===== config.mk =====
export PLATFORM = sky130hd
export DESIGN_NAME = nand_hecc_gen
export DESIGN_NICKNAME = d
export VERILOG_FILES = /design/src/rtl/hecc_pkg.sv /design/src/rtl/hecc_ctrl.sv /design/src/rtl/hecc_datapath.sv /design/src/rtl/hecc_syndrome.sv /design/src/rtl/nand_hecc_gen.sv
export SDC_FILE = /design/constraint.sdc
export NUM_CORES = 1
export LEC_CHECK = 0
export BUFFER_PORTS_ARGS = -buffer_cell sky130_fd_sc_hd__buf_2
export CAP_MARGIN = 10
export CORE_UTILIZATION = 40
export DETAILED_ROUTE_END_ITERATION = 16
export GPL_ROUTABILITY_DRIVEN = 0
export PLACE_DENSITY = 0.65
export SLEW_MARGIN = 20
export SYNTH_ARGS = -nofsm -noshare
export SYNTH_HDL_FRONTEND = slang
export SYNTH_SLANG_ARGS = --single-unit
export TNS_END_PERCENT = 5

===== constraint.sdc =====
create_clock -name clk -period 7.2 [get_ports clk]
set_input_delay 1.44 -clock clk [delete_from_list [all_inputs] [get_ports clk]]
set_output_delay 1.44 -clock clk [all_outputs]
set_load 0.02 [all_outputs]

===== src/rtl/hecc_pkg.sv =====
package hecc_pkg;

  // Strobes from the control module to the datapath
  typedef struct packed {
    logic accum;      // fold the current byte into the parity
    logic capture;    // last byte of a step: latch the stored code
    logic clear;      // zero all parity state
    logic spareShift; // advance the spare byte shifter
  } hecc_strobe_t;

  typedef enum logic [1:0] {
    ST_CLEAN    = 2'd0,
    ST_FIXABLE  = 2'd1,
    ST_CODE_ERR = 2'd2,
    ST_BROKEN   = 2'd3
  } hecc_status_e;

  // Mask of bit positions whose index has bit j set
  function automatic logic [7:0] colMask(input int j);
    logic [7:0] m;
    for (int i = 0; i < 8; i++) m[i] = ((i >> j) & 1) == 1;
    return m;
  endfunction

endpackage


===== src/rtl/hecc_ctrl.sv =====
module hecc_ctrl
  import hecc_pkg::*;
#(
  parameter int ADDR_W  = 8,
  parameter int SPARE_N = 3,
  localparam int REM_W  = $clog2(SPARE_N + 1)
) (
  input  logic              clk,
  input  logic              rstN,
  input  logic              eccEn,
  input  logic              eccClr,
  input  logic              byteValid,
  output hecc_strobe_t      strobe,
  output logic [ADDR_W-1:0] byteAddr,
  output logic              stepDone,
  output logic              spareValid
);

  logic [ADDR_W-1:0] addrQ;
  logic [REM_W-1:0]  remQ;
  logic              lastByte;

  assign lastByte = &addrQ;

  always_comb begin
    strobe.clear      = eccClr;
    strobe.accum      = eccEn && byteValid && !eccClr;
    strobe.capture    = strobe.accum && lastByte;
    strobe.spareShift = (remQ != '0) && !eccClr;
  end

  always_ff @(posedge clk or negedge rstN) begin
    if (!rstN) begin
      addrQ    <= '0;
      remQ     <= '0;
      stepDone <= 1'b0;
    end else if (strobe.clear) begin
      addrQ    <= '0;
      remQ     <= '0;
      stepDone <= 1'b0;
    end else begin
      stepDone <= strobe.capture;
      if (strobe.accum) addrQ <= addrQ + 1'b1;
      if (strobe.capture) remQ <= REM_W'(SPARE_N);
      else if (remQ != '0) remQ <= remQ - 1'b1;
    end
  end

  assign byteAddr   = addrQ;
  assign spareValid = (remQ != '0);

endmodule


===== src/rtl/hecc_datapath.sv =====
module hecc_datapath
  import hecc_pkg::*;
#(
  parameter int ADDR_W   = 8,
  localparam int RAW_W   = 2 * ADDR_W + 6,
  localparam int CODE_W  = RAW_W + 2,
  localparam int SPARE_N = (CODE_W + 7) / 8,
  localparam int SPARE_W = SPARE_N * 8
) (
  input  logic              clk,
  input  logic              rstN,
  input  hecc_strobe_t      strobe,
  input  logic [ADDR_W-1:0] byteAddr,
  input  logic [7:0]        byteData,
  output logic [CODE_W-1:0] eccCode,
  output logic [7:0]        spareByte
);

  logic [RAW_W-1:0]   accQ;
  logic [RAW_W-1:0]   contrib;
  logic [RAW_W-1:0]   accNext;
  logic [CODE_W-1:0]  storedNext;
  logic [SPARE_W-1:0] spareQ;
  logic               bytePar;

  assign bytePar = ^byteData;

  // Column parity: even/odd pair per bit-index weight
  for (genvar j = 0; j < 3; j++) begin : g_col
    localparam logic [7:0] MASK = colMask(j);
    assign contrib[2*j]   = ^(byteData & ~MASK);
    assign contrib[2*j+1] = ^(byteData & MASK);
  end

  // Line parity: even/odd pair per byte-address bit
  for (genvar k = 0; k < ADDR_W; k++) begin : g_line
    assign contrib[6+2*k] = bytePar & ~byteAddr[k];
    assign contrib[7+2*k] = bytePar & byteAddr[k];
  end

  assign accNext    = accQ ^ contrib;
  assign storedNext = ~{accNext, 2'b00};

  always_ff @(posedge clk or negedge rstN) begin
    if (!rstN) begin
      accQ    <= '0;
      eccCode <= '0;
      spareQ  <= '0;
    end else if (strobe.clear) begin
      accQ    <= '0;
      eccCode <= '0;
      spareQ  <= '0;
    end else if (strobe.capture) begin
      accQ    <= '0;
      eccCode <= storedNext;
      spareQ  <= SPARE_W'(storedNext) << (SPARE_W - CODE_W);
    end else begin
      if (strobe.accum)      accQ   <= accNext;
      if (strobe.spareShift) spareQ <= spareQ << 8;
    end
  end

  assign spareByte = spareQ[SPARE_W-1 -: 8];

endmodule


===== src/rtl/hecc_syndrome.sv =====
module hecc_syndrome
  import hecc_pkg::*;
#(
  parameter int ADDR_W  = 8,
  localparam int CODE_W = 2 * ADDR_W + 8,
  localparam int NPAIR  = ADDR_W + 3,
  localparam int ONES_W = $clog2(CODE_W + 1)
) (
  input  logic [CODE_W-1:0] eccCode,
  input  logic [CODE_W-1:0] refCode,
  output hecc_status_e      status,
  output logic [ADDR_W-1:0] errByte,
  output logic [2:0]        errBit
);

  logic [CODE_W-1:0] syn;
  logic [ONES_W-1:0] ones;
  logic              pairsOk;
  logic              fixable;

  assign syn = eccCode ^ refCode;

  always_comb begin
    ones    = '0;
    pairsOk = 1'b1;
    for (int i = 0; i < CODE_W; i++) ones = ones + ONES_W'(syn[i]);
    for (int p = 0; p < NPAIR; p++) pairsOk = pairsOk & (syn[2+2*p] ^ syn[3+2*p]);
  end

  always_comb begin
    if (syn == '0)                  status = ST_CLEAN;
    else if (pairsOk)               status = ST_FIXABLE;
    else if (ones == ONES_W'(1))    status = ST_CODE_ERR;
    else                            status = ST_BROKEN;
  end

  assign fixable = (syn != '0) && pairsOk;

  for (genvar k = 0; k < ADDR_W; k++) begin : g_byte
    assign errByte[k] = fixable & syn[9+2*k];
  end
  for (genvar j = 0; j < 3; j++) begin : g_bit
    assign errBit[j] = fixable & syn[3+2*j];
  end

endmodule


===== src/rtl/nand_hecc_gen.sv =====
module nand_hecc_gen
  import hecc_pkg::*;
#(
  parameter int ADDR_W  = 8,
  localparam int CODE_W = 2 * ADDR_W + 8
) (
  input  logic              clk,
  input  logic              rstN,
  input  logic              eccEn,
  input  logic              eccClr,
  input  logic              byteValid,
  input  logic [7:0]        byteData,
  input  logic [CODE_W-1:0] refCode,
  output logic [CODE_W-1:0] eccCode,
  output logic              stepDone,
  output logic              spareValid,
  output logic [7:0]        spareByte,
  output logic [1:0]        chkStatus,
  output logic [ADDR_W-1:0] errByte,
  output logic [2:0]        errBit
);

  localparam int SPARE_N = (CODE_W + 7) / 8;

  hecc_strobe_t      strobe;
  logic [ADDR_W-1:0] byteAddr;
  hecc_status_e      status;

  hecc_ctrl #(.ADDR_W(ADDR_W), .SPARE_N(SPARE_N)) u_ctrl (
    .clk(clk), .rstN(rstN), .eccEn(eccEn), .eccClr(eccClr),
    .byteValid(byteValid), .strobe(strobe), .byteAddr(byteAddr),
    .stepDone(stepDone), .spareValid(spareValid)
  );

  hecc_datapath #(.ADDR_W(ADDR_W)) u_dp (
    .clk(clk), .rstN(rstN), .strobe(strobe), .byteAddr(byteAddr),
    .byteData(byteData), .eccCode(eccCode), .spareByte(spareByte)
  );

  hecc_syndrome #(.ADDR_W(ADDR_W)) u_syn (
    .eccCode(eccCode), .refCode(refCode), .status(status),
    .errByte(errByte), .errBit(errBit)
  );

  assign chkStatus = status;

endmodule


After elaboration in Yosys (flattened, before gate mapping):

Index checks and enable logic that the tools add are counted.

* flip-flop bits (word level): 81
* output and inout bits: 47
* word-level logic and storage cells: 130

* bitwise logic cells: 59
* eq/ne operators: 1
* add/sub/neg operators: 25
* mux-type cells: 17
* reduce and logical (&&, ||, !) cells: 22

Operators by type and width (number)
* 24-bit two-way mux: 5
* 5-bit by 1-bit adder with 5-bit output: 22
* 22-bit two-way mux: 3
* 8-bit XOR reduction: 7
* 1-bit bitwise AND: 37
* 24-bit zero test: 1
* 24-bit inverter: 1
* 24-bit nonzero test: 1
* 24-bit bitwise XOR: 1
* 22-bit bitwise XOR: 1
* 8-bit two-way mux: 2
* 1-bit bitwise XOR: 11
* 2-bit two-way mux: 5
* 3-bit nonzero test: 3
* 8-bit by 1-bit adder with 8-bit output, second input constant: 1
* 1-bit inverter: 8
* 8-bit AND reduction: 1
* 2-bit nonzero test: 3
* 5-bit by 1-bit == test with 1-bit output, second input constant: 1
* 1-bit logical AND: 5
* 1-bit by 1-bit adder with 2-bit output: 1
* 1-bit two-way mux: 2
* 2-bit by 1-bit subtractor with 2-bit output, second input constant: 1
* 1-bit zero test: 1

Logic depth before layout (Yosys ltp):

Gate-level depths: netlist (run 1).

* depth in word-level cells: 28
* depth in mapped cells: 19

Cells and area by module:

From an unflattened synthesis (run 1), not the netlist that was laid out.

* cell total of the unflattened synthesis: 589
* area, all modules: 5589.1 sq um

By module, submodules not included
* hecc_datapath: instances 1, sequential area each 1701.6 sq um, area each 3947.5 sq um, cells an instance 422
* hecc_syndrome: instances 1, sequential area each 0.0 sq um, area each 1077.3 sq um, cells an instance 107
* hecc_ctrl: instances 1, sequential area each 275.3 sq um, area each 564.3 sq um, cells an instance 60

Worst setup path before layout (run 1):

OpenSTA, ideal clock, no wires.

* path kind: input port to output port
* from: input refCode[1]
* to: output chkStatus[0]
* buffers on the path: 0
* path slack: -0.398 ns
* stages on the path: 17
* data arrival time: 6.158 ns
* cells stage by stage: xor2_1 inv_1 ha_1 inv_1 fa_1 fa_1 fa_1 fa_1 inv_1 fa_1 inv_1 fa_1 inv_1 fa_1 or4_1 nor3_1 o21ai_0

* cells in the longest elaborated chain, start to end: 28

RTL lines
* from (decl): RTL line nand_hecc_gen.sv:13 `input logic [CODE_W-1:0] refCode,`
* 24-bit bitwise XOR (*): RTL line hecc_syndrome.sv:21 `assign syn = eccCode ^ refCode;`
* 1-bit by 1-bit adder with 2-bit output: RTL line hecc_syndrome.sv:26 `for (int i = 0; i < CODE_W; i++) ones = ones + ONES_W'(syn[i]);`
* 5-bit by 1-bit adder with 5-bit output (22 in a row): RTL line hecc_syndrome.sv:26
* 5-bit by 1-bit == test with 1-bit output: RTL line hecc_syndrome.sv:33 `else if (ones == ONES_W'(1)) status = ST_CODE_ERR;`
* 1-bit two-way mux: RTL line hecc_syndrome.sv:33
* 2-bit two-way mux: RTL line hecc_syndrome.sv:32 `else if (pairsOk) status = ST_FIXABLE;`
* 2-bit two-way mux (*): RTL line hecc_syndrome.sv:31 `if (syn == '0) status = ST_CLEAN;`
* to (decl): RTL line nand_hecc_gen.sv:18 `output logic [1:0] chkStatus,`

Every way passes the cells marked *; elsewhere a longest branch is shown, timed or not.

Worst setup path in the final report (run 1):

Same ends and word-level chain as after synthesis.

==> results.py, run 1 <==
metrics = {
    "setup_path": {
        "path_cells": "buf_2 -> xor2_2 -> inv_1 -> ha_1 -> inv_1 -> fa_1 -> fa_1 -> fa_1 -> fa_1 -> inv_1 -> fa_1 -> inv_1 -> fa_2 -> inv_2 -> fa_1 -> or4_4 -> nor3_4 -> o21ai_2 -> buf_6",
        "crit_family": "adder cells",
        "path_depth": 19,
        "reg2reg_depth": 8,
        "timing.rr.start": "u_ctrl.byteAddr[0]$_DFFE_PN0P_",
        "crit_fanout": 2,
        "slowest_stage": "fa_1",
        "crit_type": "in2out",
        "worst-endpoint-required_ns": 5.76,
        "crit_buf_inv": 7,
        "worstSetupStartpointType": "input port",
        "timing.rr.end": "u_dp.eccCode[11]$_DFFE_PN0P_",
        "reg2reg_slack_ns": 4.39,
        "end_kind": "output pin",
        "max_stage_delay_ns": 0.54,
        "cpMostUsedCell": "fa_1",
        "crit_arrival_ns": 6.28,
    },
    "sta": {
        "clock_skew_ns": 0.0112,
        "slew_violations": 0,
        "min_period_ns": 7.72,
        "tns_ns": -0.522,
        "worst_slack_ns": -0.522,
        "relSlewSlack_pct": 29.6,
        "fmax_mhz": 130,
        "rsz0062_at_grt": "yes",
        "tightestPinTransition_ns": 1.05,
        "setup_viol": 1,
        "period_share_pct": 107,
        "hold_viol_final": 0,
    },
    "routing": {
        "drt_wl_total_um": 11600,
        "drc": 0,
        "drt_iter0_markers": 212,
        "firstDrtPassIters": 4,
        "wl_per_cell_um": 15.8,
        "vias_per_cell": 5.33,
        "antenna_left": 0,
        "vias": 3905,
    },
    "layout": {
        "antenna_cells": 0,
        "layout.cells.non_filler": 732,
        "drive_gt1_share_pct": 22.9,
        "fin_util_pct": 48.4,
        "final_cell_mix": "buf_2 (81), dfrtp_1 (79), nor2_1 (44)",
        "nNetsFinal": 655,
        "syn2layout_area_growth_pct": 18.4,
        "fillCellCount": 1125,
        "stdcell_area_sq_mm": 0.00579,
        "layout_commonest_cell": "buf_2",
    },
    "place": {
        "dp_slack_ns": -0.574,
        "dpl.cell_count": 716,
        "place_area_sq_mm": 0.00547,
        "hpwl_um": 8660,
        "numPortBuffers": 83,
    },
    "global_routing": {
        "grt_max_degree": 80,
        "grt_pass1_vias": 3737,
        "grt_pass1_wl_um": 19100,
        "antenna_found_initial": 0,
        "gr-usage-all-layers_pct": 19.3,
        "grt-ovfl-total": 0,
    },
    "flow_run": {
        "drv_cap": 0,
    },
    "power": {
        "vdd_drop_max_uv": 133,
        "clkPwrFrac_pct": 33.1,
        "internal_power_uw": 929,
        "power_density_mw_per_mm2": 242,
        "power.leakage_uw": 0.00305,
        "seq_power_share_pct": 33.7,
        "p_comb_share_pct": 33.2,
        "p_sw_uw": 470,
        "swShare_pct": 33.6,
    },
    "die": {
        "rows": 40,
        "start_util_pct": 40.9,
        "fp.dieH_um": 113,
        "dieWidth_um": 113,
        "design.core.area_sq_mm": 0.0120,
        "die_area_sq_mm": 0.0127,
        "pin_count": 84,
    },
    "synthesis": {
        "synth-seq-area-share_pct": 40.4,
        "synth_fp_nets": 580,
        "ys_warn_count": 0,
        "yosys_register_bits": 79,
        "ys_types": 42,
        "syn-cell-area_sq_mm": 0.00489,
        "synthCells": 505,
        "synth.avg_cell_area_sq_um": 9.69,
    },
    "cts": {
        "clk-insertion-delay-late_ns": 0.33,
        "htree_num_levels": 3,
        "cts.sinks": 79,
        "clk_pin_slew_ns": 0.06,
        "cts_buffer_depth": 2,
        "cts_tree": "yes",
        "hold_buffers": 0,
        "cts_root_buffer": "clkbuf_16",
        "cts_buffers": 9,
    },
    "hold_path": {
        "hp-start": "u_dp.accQ[2]$_DFFE_PN0P_",
        "whs_path_depth": 1,
        "holdPathEnd": "u_dp.accQ[2]$_DFFE_PN0P_",
        "min_path_type": "reg2reg",
    },
    "status": {
        "outcome": "finished, violations left",
        "violations": "setup timing",
    },
}
==> per-layer routing <==
| metal | up-vias | share of wire (%) | wire (um) | global-route usage (%) |
|---|---|---|---|---|
| li1 | 1862 | - | - | - |
| met1 | 1904 | 45 | 5190 | 26.2 |
| met2 | 124 | 48 | 5590 | 31.2 |
| met3 | 15 | 4.5 | 523 | 3.19 |
| met4 | 0 | 2.2 | 260 | 7.20 |
| met5 | - | 0 | 0 | 0 |
==> how the worst max path moves through the flow <==
stage | from | to | slack, ns
5_1_grt | refCode[1] | chkStatus[0] | -0.72
2_1_floorplan | refCode[1] | chkStatus[0] | -0.11
3_5_place_dp | refCode[1] | chkStatus[0] | -0.57
3_3_place_gp | refCode[1] | chkStatus[0] | -0.41
4_1_cts | refCode[1] | chkStatus[0] | -0.56
6_report | refCode[1] | chkStatus[0] | -0.52
==> area by class of cell <==
| cell class | count | area [sq um] | share of cell area, % |
|---|---|---|---|
| clock inverter | 7 | 80.1 | 1.38 |
| sequential | 79 | 1980 | 34.1 |
| inverter | 42 | 158 | 2.72 |
| timing repair buffer | 99 | 548 | 9.46 |
| clock buffer | 9 | 225 | 3.89 |
| multi-input combinational | 349 | 2620 | 45.2 |
| tap | 147 | 184 | 3.18 |
==> registers in the layout (all words and copies together) (netlist names) <==
name / flops
u_ctrl.remQ: 2
u_dp.accQ: 22
u_dp.spareQ: 23
u_dp.eccCode: 23
u_ctrl.stepDone: 1
u_ctrl.byteAddr: 8
==> stage by stage <==
stage	total power, uW	hold slack, ns
3_5_place_dp	924	0.492
6_report	1400	0.498
2_1_floorplan	791	0.471
4_1_cts	1390	0.505
5_1_grt	1490	0.541
3_3_place_gp	897	0.490
==> what timing repair did <==
item	CTS	global route
setup endpoints to repair	1	1
resized for setup	0	4
buffers inserted	0	0
pin swaps	1	0
==> worst reg2reg max path, cell delays in order (launching register included) <==
cell and delay (ns):
dfrtp_1 0.47, ha_1 0.26, nand3_1 0.13, or4_1 0.13, buf_4 0.34, inv_2 0.26, nor2_2 0.86, nand2_1 0.15
o311ai_0 0.12
==> kinds of logic after synthesis <==
group | count (synthesis) | share of synthesized area (%)
fa+ha+maj | 38 | 12.3
flops | 79 | 40.4
simple gates | 145 | 13.7
compound gates | 91 | 12.5
xor+xnor | 54 | 9.98
buf+inv | 77 | 6.83
mux | 21 | 4.32
==> power by group through the flow <==
stage / combinational [uW] / clock (uW) / sequential (uW)
floorplan: 316 / 0 / 475
global placement: 418 / 0 / 478
detailed placement: 444 / 0 / 480
CTS: 446 / 471 / 471
global route: 527 / 489 / 473
finish: 465 / 463 / 472
==> cell usage after synthesis (all sizes together) <==
cell type	count	area, sq um
nand2	43	161
nor4	1	6.26
mux2	1	11.3
dfrtp	79	1980
a32oi	4	35.0
o21ai	29	145
nand2b	1	6.26
nor4b	2	17.5
or4	6	45.0
o21bai	1	7.51
a22o	4	35.0
nor2	46	175
a211o	2	17.5
o311ai	1	8.76
a21o	8	60.1
xor2	9	78.8
a21oi	11	55.1
nor2b	1	6.26
and2	2	12.5
mux2i	20	200
xnor2	45	409
a31o	6	52.6
or3	3	18.8
nand3	17	85.1
clkbuf	17	63.8
nor3	10	50.1
o211ai	9	67.6
a211oi	1	7.51
a22oi	4	30.0
fa	17	340
inv	42	158
a32o	5	50.1
ha	21	263
nand3b	2	15.0
o22ai	6	37.5
nand4	7	43.8
and3	4	25.0
buf	18	113
(Power assumes the default switching activity.)
==> run 2, diff against run 1 <==
--- a/constraint.sdc
+++ b/constraint.sdc
@@ -3,2 +3,2 @@
 set_output_delay 1.44 -clock clk [all_outputs]
-set_load 0.02 [all_outputs]
+set_load 0.01 [all_outputs]
==> results.py, run 2 (synthesis gave the netlist of run 1 again) <==
metrics = {
    "status": {
        "outcome": "finished, violations left",
        "violations": "DRC, setup timing",
    },
    "die": {
        "start_util_pct": 40.9,
        "design.core.area_sq_mm": 0.0120,
        "die_area_sq_mm": 0.0127,
        "rows": 40,
        "pin_count": 84,
        "fp.dieH_um": 113,
        "dieWidth_um": 113,
    },
    "place": {
        "hpwl_um": 8680,
        "dpl.cell_count": 715,
        "place_area_sq_mm": 0.00545,
        "numPortBuffers": 83,
    },
    "layout": {
        "regArea_sq_mm": 0.00198,
        "largestRegisters": "u_dp.eccCode x23, u_dp.spareQ x23, u_dp.accQ x22",
        "drive_gt1_share_pct": 23.5,
        "layout.cells.non_filler": 733,
        "final_cell_mix": "buf_2 (81), dfrtp_1 (79), nor2_1 (44)",
        "layout_commonest_cell": "buf_2",
        "nNetsFinal": 656,
        "multi_input_area_sq_mm": 0.00264,
        "stdcell_area_sq_mm": 0.00581,
        "fin_util_pct": 48.6,
        "antenna_cells": 0,
        "syn2layout_area_growth_pct": 18.8,
        "fillCellCount": 1114,
    },
    "routing": {
        "firstDrtPassIters": 10,
        "drt_wl_total_um": 11700,
        "m1WireLength_um": 5260,
        "drc": 1,
        "highest_layer": "met4",
        "wl_met2_um": 5580,
        "drt_iter0_markers": 275,
        "vias_per_cell": 5.28,
        "antenna_left": 0,
        "wl_per_cell_um": 15.9,
        "wl_met3_um": 608,
        "vias": 3869,
    },
    "sta": {
        "setup_viol": 1,
        "tightestPinTransition_ns": 0.706,
        "min_period_ns": 7.67,
        "clock_skew_ns": 0.00788,
        "relSlewSlack_pct": 52.9,
        "hold_viol_final": 0,
        "rsz0062_at_grt": "yes",
        "period_share_pct": 106,
        "worst_slack_ns": -0.467,
        "fmax_mhz": 130,
        "slew_violations": 0,
    },
    "cts": {
        "cts_buffers": 9,
        "cts.sinks": 79,
        "htree_num_levels": 3,
        "cts_tree": "yes",
        "clk_pin_slew_ns": 0.06,
        "clk-insertion-delay-late_ns": 0.33,
        "cts_buffer_depth": 2,
        "cts_root_buffer": "clkbuf_16",
    },
    "flow_run": {
        "drv_cap": 0,
    },
    "power": {
        "swShare_pct": 34.3,
        "power.leakage_uw": 0.00305,
        "p_comb_share_pct": 33.2,
        "seq_power_share_pct": 34.7,
        "p_sw_uw": 467,
        "internal_power_uw": 893,
        "clkPwrFrac_pct": 32.1,
        "power_density_mw_per_mm2": 234,
        "vdd_drop_max_uv": 110,
    },
    "setup_path": {
        "crit_type": "in2out",
        "crit_fanout": 2,
        "end_kind": "output pin",
        "worst-endpoint-required_ns": 5.76,
        "reg2reg_slack_ns": 4.66,
        "worstSetupStartpointType": "input port",
        "crit_arrival_ns": 6.23,
    },
    "global_routing": {
        "grt_pass1_vias": 3919,
        "grt_max_degree": 80,
        "grt_pass1_wl_um": 19700,
        "grt-ovfl-total": 0,
        "antenna_found_initial": 0,
        "gr-usage-all-layers_pct": 19.9,
    },
    "hold_path": {
        "min_path_type": "reg2reg",
    },
}
## run 2: metal layers
| layer | vias to the layer above | global-route usage (%) |
|---|---|---|
| met4 | 0 | 6.22 |
| met3 | 15 | 3.19 |
| met2 | 125 | 32.6 |
| met1 | 1856 | 27.1 |
| li1 | 1873 | - |
| met5 | - | 0 |
## run 2: power by group through the flow
stage                     logic (uW)  registers [uW]  clock network, uW
final                            452             472                436
after global routing             512             474                466
after CTS                        424             471                443
after detailed placement         420             480                  0
after global placement           393             479                  0
after floorplan                  304             475                  0
## run 2: metrics by stage
stage | power [uW] | setup slack, ns | setup TNS (ns) | hold WS [ns]
6_report | 1360 | -0.467 | -0.467 | 0.509
5_1_grt | 1450 | -0.593 | -0.593 | 0.521
4_1_cts | 1340 | -0.409 | -0.409 | 0.505
3_5_place_dp | 900 | -0.489 | -0.489 | 0.493
3_3_place_gp | 871 | -0.378 | -0.378 | 0.489
2_1_floorplan | 779 | -0.0665 | -0.0665 | 0.471
## run 2: path summary, 6_finish.rpt
| check | startpoint | end | cells past startpoint |
|---|---|---|---|
| max | refCode[1] | chkStatus[0] | 19 |
| min | u_dp.accQ[2]$_DFFE_PN0P_ | u_dp.accQ[2]$_DFFE_PN0P_ | 1 |
| max reg2reg | u_ctrl.byteAddr[1]$_DFFE_PN0P_ | u_dp.spareQ[3]$_DFFE_PN0P_ | 7 |
| min reg2reg | u_dp.accQ[2]$_DFFE_PN0P_ | u_dp.accQ[2]$_DFFE_PN0P_ | 1 |
| max in group asynchronous | rstN | u_dp.eccCode[23]$_DFFE_PN0P_ | 2 |
| min in group asynchronous | rstN | u_ctrl.byteAddr[6]$_DFFE_PN0P_ | 1 |
## run 2: final cells by class
| cell class | count | area share [%] |
|---|---|---|
| sequential | 79 | 34.0 |
| inverter | 42 | 2.71 |
| clock inverter | 6 | 0.861 |
| clock buffer | 10 | 4.11 |
| timing repair buffer | 100 | 9.71 |
| multi-input combinational | 349 | 45.4 |
| tap | 147 | 3.16 |
## run 2: worst max-delay path, stage by stage
cell	delay [ns]
buf_6	0.10
xor2_2	0.16
inv_2	0.06
ha_4	0.26
inv_2	0.03
fa_1	0.54
fa_1	0.44
fa_1	0.47
fa_1	0.50
inv_1	0.06
fa_1	0.48
inv_1	0.05
fa_2	0.33
inv_2	0.07
fa_1	0.39
or4_4	0.44
nor3_4	0.16
o21ai_1	0.08
buf_2	0.16
## run 2: repair_timing
action | in CTS | in global routing
setup endpoints to repair | 1 | 1
hold buffers | 0 | 0
gates cloned | 0 | 0
pin swaps | 1 | 1
setup buffers | 0 | 1
resized for setup | 3 | 5
